`src/rtl/bw_mult_pkg.sv`:
```
package bw_mult_pkg;
    localparam int OP_W   = 8;
    localparam int PROD_W = 2 * OP_W;

    typedef enum logic {
        MODE_UNSIGNED = 1'b0,
        MODE_SIGNED   = 1'b1
    } mult_mode_e;
endpackage

```
`src/rtl/bw_pp_rows.sv`:
```
// Builds the AND-gated partial-product rows, with signed-mode inversions.
module bw_pp_rows #(
    parameter int W = 8
) (
    input  logic [W-1:0]         mcand,
    input  logic [W-1:0]         mplier,
    input  logic                 sgn,
    output logic [W-1:0][W-1:0]  rows
);
    for (genvar r = 0; r < W; r++) begin : g_row
        for (genvar c = 0; c < W; c++) begin : g_col
            logic raw_bit;
            assign raw_bit = mcand[c] & mplier[r];
            if ((r < W - 1) && (c == W - 1)) begin : g_top_inv
                // top bit of each ordinary row replaces its sign extension
                assign rows[r][c] = raw_bit ^ sgn;
            end else if ((r == W - 1) && (c < W - 1)) begin : g_sign_row_inv
                // sign row: lower bits inverted turns subtraction into addition
                assign rows[r][c] = raw_bit ^ sgn;
            end else begin : g_plain
                assign rows[r][c] = raw_bit;
            end
        end
    end
endmodule

```
`src/rtl/bw_adder_array.sv`:
```
// Sums all shifted rows plus the correction constant in one combinational pass.
module bw_adder_array #(
    parameter int W = 8
) (
    input  logic [W-1:0][W-1:0] rows,
    input  logic                sgn,
    output logic [2*W-1:0]      sum
);
    localparam int PW = 2 * W;

    logic [PW-1:0] corr;
    logic [PW-1:0] acc [W+1];

    always_comb begin
        corr         = '0;
        corr[W]      = sgn;
        corr[PW-1]   = sgn;
    end

    assign acc[0] = corr;

    for (genvar r = 0; r < W; r++) begin : g_stage
        logic [PW-1:0] shifted;
        assign shifted    = {{W{1'b0}}, rows[r]} << r;
        assign acc[r + 1] = acc[r] + shifted;   // carry out of the top bit dropped
    end

    assign sum = acc[W];
endmodule

```
`src/rtl/bw_mult.sv`:
```
module bw_mult
    import bw_mult_pkg::*;
(
    input  logic              clk,
    input  logic              rst,
    input  logic [OP_W-1:0]   a_in,
    input  logic [OP_W-1:0]   b_in,
    input  logic              signed_mode,
    input  logic              in_valid,
    output logic [PROD_W-1:0] product,
    output logic              out_valid
);
    mult_mode_e                 mode_q;
    logic                       sgn;
    logic [OP_W-1:0][OP_W-1:0]  pp_rows;
    logic [PROD_W-1:0]          pp_sum;

    assign mode_q = mult_mode_e'(signed_mode);
    assign sgn    = (mode_q == MODE_SIGNED);

    bw_pp_rows #(.W(OP_W)) u_rows (
        .mcand  (a_in),
        .mplier (b_in),
        .sgn    (sgn),
        .rows   (pp_rows)
    );

    bw_adder_array #(.W(OP_W)) u_sum (
        .rows (pp_rows),
        .sgn  (sgn),
        .sum  (pp_sum)
    );

    always_ff @(posedge clk) begin
        if (rst) begin
            product   <= '0;
            out_valid <= 1'b0;
        end else begin
            out_valid <= in_valid;
            if (in_valid) begin
                product <= pp_sum;
            end
        end
    end
endmodule

```
`config.mk`:
```
export PLATFORM = sky130hd
export DESIGN_NAME = bw_mult
export DESIGN_NICKNAME = d
export VERILOG_FILES = /design/src/rtl/bw_mult_pkg.sv /design/src/rtl/bw_pp_rows.sv /design/src/rtl/bw_adder_array.sv /design/src/rtl/bw_mult.sv
export SDC_FILE = /design/constraint.sdc
export NUM_CORES = 1
export LEC_CHECK = 0
export BUFFER_PORTS_ARGS = -buffer_cell sky130_fd_sc_hd__buf_2
export CAP_MARGIN = 20
export CORE_ASPECT_RATIO = 0.8
export CORE_MARGIN = 2
export CORE_UTILIZATION = 38
export CTS_CLUSTER_DIAMETER = 120
export DETAILED_ROUTE_END_ITERATION = 6
export PLACE_DENSITY = 0.68
export SYNTH_ARGS = -nofsm -noshare
export SYNTH_HDL_FRONTEND = slang
export SYNTH_SLANG_ARGS = --single-unit
```
`constraint.sdc`:
```
create_clock -name clk -period 9.77 [get_ports clk]
set_input_delay 1.954 -clock clk [delete_from_list [all_inputs] [get_ports clk]]
set_output_delay 1.954 -clock clk [all_outputs]
set_load 0.05 [all_outputs]
```
==> impl_table.tex <==
\begin{tabular}{lr}
\hline
Metric & Value \\
\hline
\multicolumn{2}{l}{\textbf{Outcome}} \\
\quad Outcome & finished clean \\
\multicolumn{2}{l}{\textbf{Critical path}} \\
\quad Reg-to-reg startpoint & product[14] \\
\quad First element of the critical path & signed\_mode \\
\quad Data required time of the worst path & 9950 ps \\
\quad Largest fanout of any net on the critical path & 16 \\
\quad Critical Path Source Type & input port \\
\quad Kind of critical path & input port to register \\
\quad Arrival time reported for the critical path endpoint & between 6000 and 7000 ps \\
\quad Endpoint class of the critical path & register \\
\multicolumn{2}{l}{\textbf{Clock network}} \\
\quad Worst-skew pair later-pin latency & approximately 250 ps \\
\quad TritonCTS clock tree & done \\
\quad Number of buffers created by CTS & 3 \\
\quad CTS H-tree lvls & 1 \\
\quad Clk pin slew, worst setup/hold paths & $\sim$70 ps \\
\quad Quantity of gates resized following cts & 0 \\
\quad Maximum buffer depth of the clock tree & 2 \\
\quad Root buffer cell & sky130\_fd\_sc\_hd\_\_clkbuf\_8 \\
\quad Number of buffers added for setup after CTS & 0 \\
\quad Number of hold buffers added after CTS & 0 \\
\quad Number of sinks driven by the clock tree & 17 \\
\multicolumn{2}{l}{\textbf{Logic synthesis}} \\
\quad Flops \& latches, synth & 17 \\
\quad Prevailing post-synth register cell & sky130\_fd\_sc\_hd\_\_dfxtp\_1 \\
\quad Sequential share of the synthesized area & about an eighth \\
\quad Mean instance size in the synthesized netlist & about 9.5 um\^{}2 \\
\quad Total number of yosys warnings & 0 \\
\quad Post-synthesis instance total & 276 \\
\quad Top post-synthesis cells by count & 41 x sky130\_fd\_sc\_hd\_\_and2\_1, 38 x sky130\_fd\_sc\_hd\_\_fa\_1, 32 x sky130\_fd\_sc\_hd\_\_ha\_1 \\
\quad Compound-cell area share of the yosys netlist & roughly 7.4\% \\
\quad Area share of fa/ha/maj cells after synthesis & 44.4\% \\
\quad Simple-Gate Fraction of Synth Area & around 19\% \\
\quad Share of the synthesized netlist area taken by xor and xnor gates & just under 8\% \\
\quad Number of distinct standard cells referenced by the synthesized netlist & 31 \\
\quad EDFF count, synth & 0 \\
\quad Synthesized cell area & about 0.0026 mm\^{}2 \\
\quad Fraction of post-synthesis cell area in the top cell type by area & between 20\% and 30\% \\
\quad Count leader, synth & sky130\_fd\_sc\_hd\_\_and2\_1 \\
\quad Multiplexer share of the synthesized area & under 10\% \\
\quad Dominant combinational cell family by area after synthesis & adder cells \\
\quad Ranking of synthesized cells by area & sky130\_fd\_sc\_hd\_\_fa\_1 29\%, sky130\_fd\_sc\_hd\_\_ha\_1 15\%, sky130\_fd\_sc\_hd\_\_dfxtp\_1 13\% \\
\quad Async S/R FF share, synth & 0\% \\
\quad Synthesized netlist net count & $\sim$370 \\
\quad Area leader, netlist & sky130\_fd\_sc\_hd\_\_fa\_1 \\
\multicolumn{2}{l}{\textbf{STA}} \\
\quad Summed negative setup slack over all endpoints & 0 ps \\
\quad Hold\_ws & $\sim$460 ps \\
\quad Measured slew at the worst slew-check pin & between 400 and 500 ps \\
\quad Count of final max-slew check failures & 0 \\
\quad Portion of the clock cycle consumed by the worst path in the final layout & between 60\% and 70\% \\
\quad Final Skew & 0 ps \\
\quad Maximum achievable frequency & between 150 and 200 MHz \\
\quad Fin crit period & about 6100 ps \\
\quad Final Hold Vio Count & 0 \\
\quad Setup repair after global routing missed its margin & false \\
\quad Relative slew margins & 70.6\% \\
\quad Number of failing setup endpoints in the final timing report & 0 \\
\multicolumn{2}{l}{\textbf{Cells and area}} \\
\quad FILL cells & 694 \\
\quad Layout-stage area growth over the synthesis result & 11.6\% \\
\quad Antenna diode count & 0 \\
\quad Register area & 340 um\^{}2 \\
\quad Total number of nets in the final design & approximately 400 \\
\quad Area of the multi-input gates & around 0.0021 mm\^{}2 \\
\quad Final design utilization & between 40 and 50\% \\
\quad Final design area excluding fillers & approximately 0.0029 mm\^{}2 \\
\quad Layout cells sized above 1 & between 10\% and 20\% \\
\multicolumn{2}{l}{\textbf{Power}} \\
\quad Internal & about 0.33 mW \\
\quad Logic pwr share & around 77\% \\
\quad Power per cell area & approximately 220 mW/mm\^{}2 \\
\quad Static power due to leakage & around 1.5 nW \\
\quad Switching Fraction & 49.6\% \\
\quad Relative contribution of the clock network to total power & under 10\% \\
\quad Flop pwr share & between 10\% and 20\% \\
\quad Sw power & between 0.3 and 0.4 mW \\
\quad Max IR drop VDD & approximately 0.00011 V \\
\multicolumn{2}{l}{\textbf{Global routing}} \\
\quad Overall global routing resource usage & around 14\% \\
\quad Pin count of the biggest net entering global routing & 20 \\
\quad Gr ovfl total & 0 \\
\quad Initial antenna violation count & 0 \\
\quad Wire length of the first global-routing pass & about 9200 um \\
\quad Vias in the first global route & about 2,000 \\
\multicolumn{2}{l}{\textbf{Die}} \\
\quad Die boundary width & a little under 100 um \\
\quad Area enclosed by the die boundary & 0.00756 mm\^{}2 \\
\quad Area of the core & 0.00676 mm\^{}2 \\
\quad Die Height & 78.2 um \\
\quad Effective utilization at floorplan & roughly 39\% \\
\quad Row cnt & 27 \\
\quad Ports & 37 \\
\multicolumn{2}{l}{\textbf{Place}} \\
\quad Routability congestion estimate from global placement & 0.837 \\
\quad HPWL after detailed placement & $\sim$4300 um \\
\quad Instance area at placement & around 0.0029 mm\^{}2 \\
\quad IO Port Bufs & 36 \\
\multicolumn{2}{l}{\textbf{Detailed routing}} \\
\quad Number of iterations in the first detailed-routing pass & 4 \\
\quad Drt via density & between 4 and 5 \\
\quad DRC violation total after the first TritonRoute iteration & between 80 and 90 \\
\quad Average wire per standard cell & approximately 13 um \\
\quad Post-route DRC violation count & 0 \\
\quad Detailed-route wire length & 5090 um \\
\quad Via count & between 1,500 and 2,000 \\
\quad Remaining antenna violation count & 0 \\
\multicolumn{2}{l}{\textbf{Hold path}} \\
\quad Worst hold path class & register to register \\
\quad Worst min-delay path startpoint & product[10] \\
\multicolumn{2}{l}{\textbf{Run}} \\
\quad Max-cap violations & 0 \\
\hline
\end{tabular}
## power by group through the flow
stage	logic, mW	registers (mW)	clock network (mW)
after floorplan	0.353	0.153	0
final	0.503	0.0951	0.0528
after global routing	0.575	0.0972	0.0576
after CTS	0.514	0.0953	0.0546
after global placement	0.499	0.0963	0
after detailed placement	0.509	0.0965	0
## cells in the final DEF (no fill, tap or decap), drive strengths merged, types with 2 or more instances in the layout
cell type,n
nand2,27
and3,4
dfxtp,17
a21oi,6
o21ai,4
a211oi,3
xnor2,22
nor2,17
clkbuf,4
a21o,4
a31oi,2
ha,32
nand3,2
mux2i,10
inv,27
and2,41
or3,2
fa,38
buf,36
## critical path: stages
cell and delay (ps):
sky130_fd_sc_hd__buf_2 370, sky130_fd_sc_hd__xnor2_1 160, sky130_fd_sc_hd__fa_1 540, sky130_fd_sc_hd__fa_1 440, sky130_fd_sc_hd__fa_1 540, sky130_fd_sc_hd__inv_1 50, sky130_fd_sc_hd__fa_1 530, sky130_fd_sc_hd__inv_1 50
sky130_fd_sc_hd__ha_1 340, sky130_fd_sc_hd__a21o_1 210, sky130_fd_sc_hd__a221o_2 430, sky130_fd_sc_hd__o32ai_2 290, sky130_fd_sc_hd__xnor2_1 120, sky130_fd_sc_hd__a211oi_2 210
## flip-flops by register name, summed over array words and instances, names as in the netlist
| name | count |
|---|---|
| product | 16 |
| out_valid | 1 |
## through the flow
step	std cells	setup WS, ps	total power [mW]
after floorplan	276	3180	0.507
after global placement	391	3520	0.595
after detailed placement	391	3430	0.605
after CTS	395	3680	0.664
after global routing	395	3460	0.729
final	395	3700	0.651
## kinds of logic (layout without fill, tap and decap cells)
kind of cell,after synthesis,count (layout)
mux,10,10
compound gates,26,26
buf+inv,35,67
flops,17,17
simple gates,95,95
fa+ha+maj,70,70
xor+xnor,23,23
## metal layers
metal | routed length (um) | part of all wire (%) | global-route usage [%] | up-vias
li1 | - | - | - | 953
met1 | 2450 | 48 | 20.2 | 972
met2 | 2500 | 49 | 24.7 | 25
met3 | 133 | 2.6 | 2.58 | 2
met4 | 12 | 0.24 | 1.27 | 0
met5 | 0 | 0 | 0 | -
## path summary, 6_finish.rpt
| check | end | slack (ps) | cells past startpoint |
|---|---|---|---|
| setup reg to reg | product[14] | 9040 | 1 |
| setup / recovery | product[15] | 3700 | 14 |
| hold reg to reg | product[10] | 460 | 2 |
| hold / removal | product[10] | 460 | 2 |
## layout make-up
cell class | count | area share [%]
Sequential cell | 17 | 11.7
Tap cell | 87 | 3.73
Inverter | 27 | 3.47
Clock buffer | 4 | 1.54
Multi-Input combinational cell | 224 | 73.4
Timing Repair Buffer | 36 | 6.17
Power figures use the tool's default switching activity.
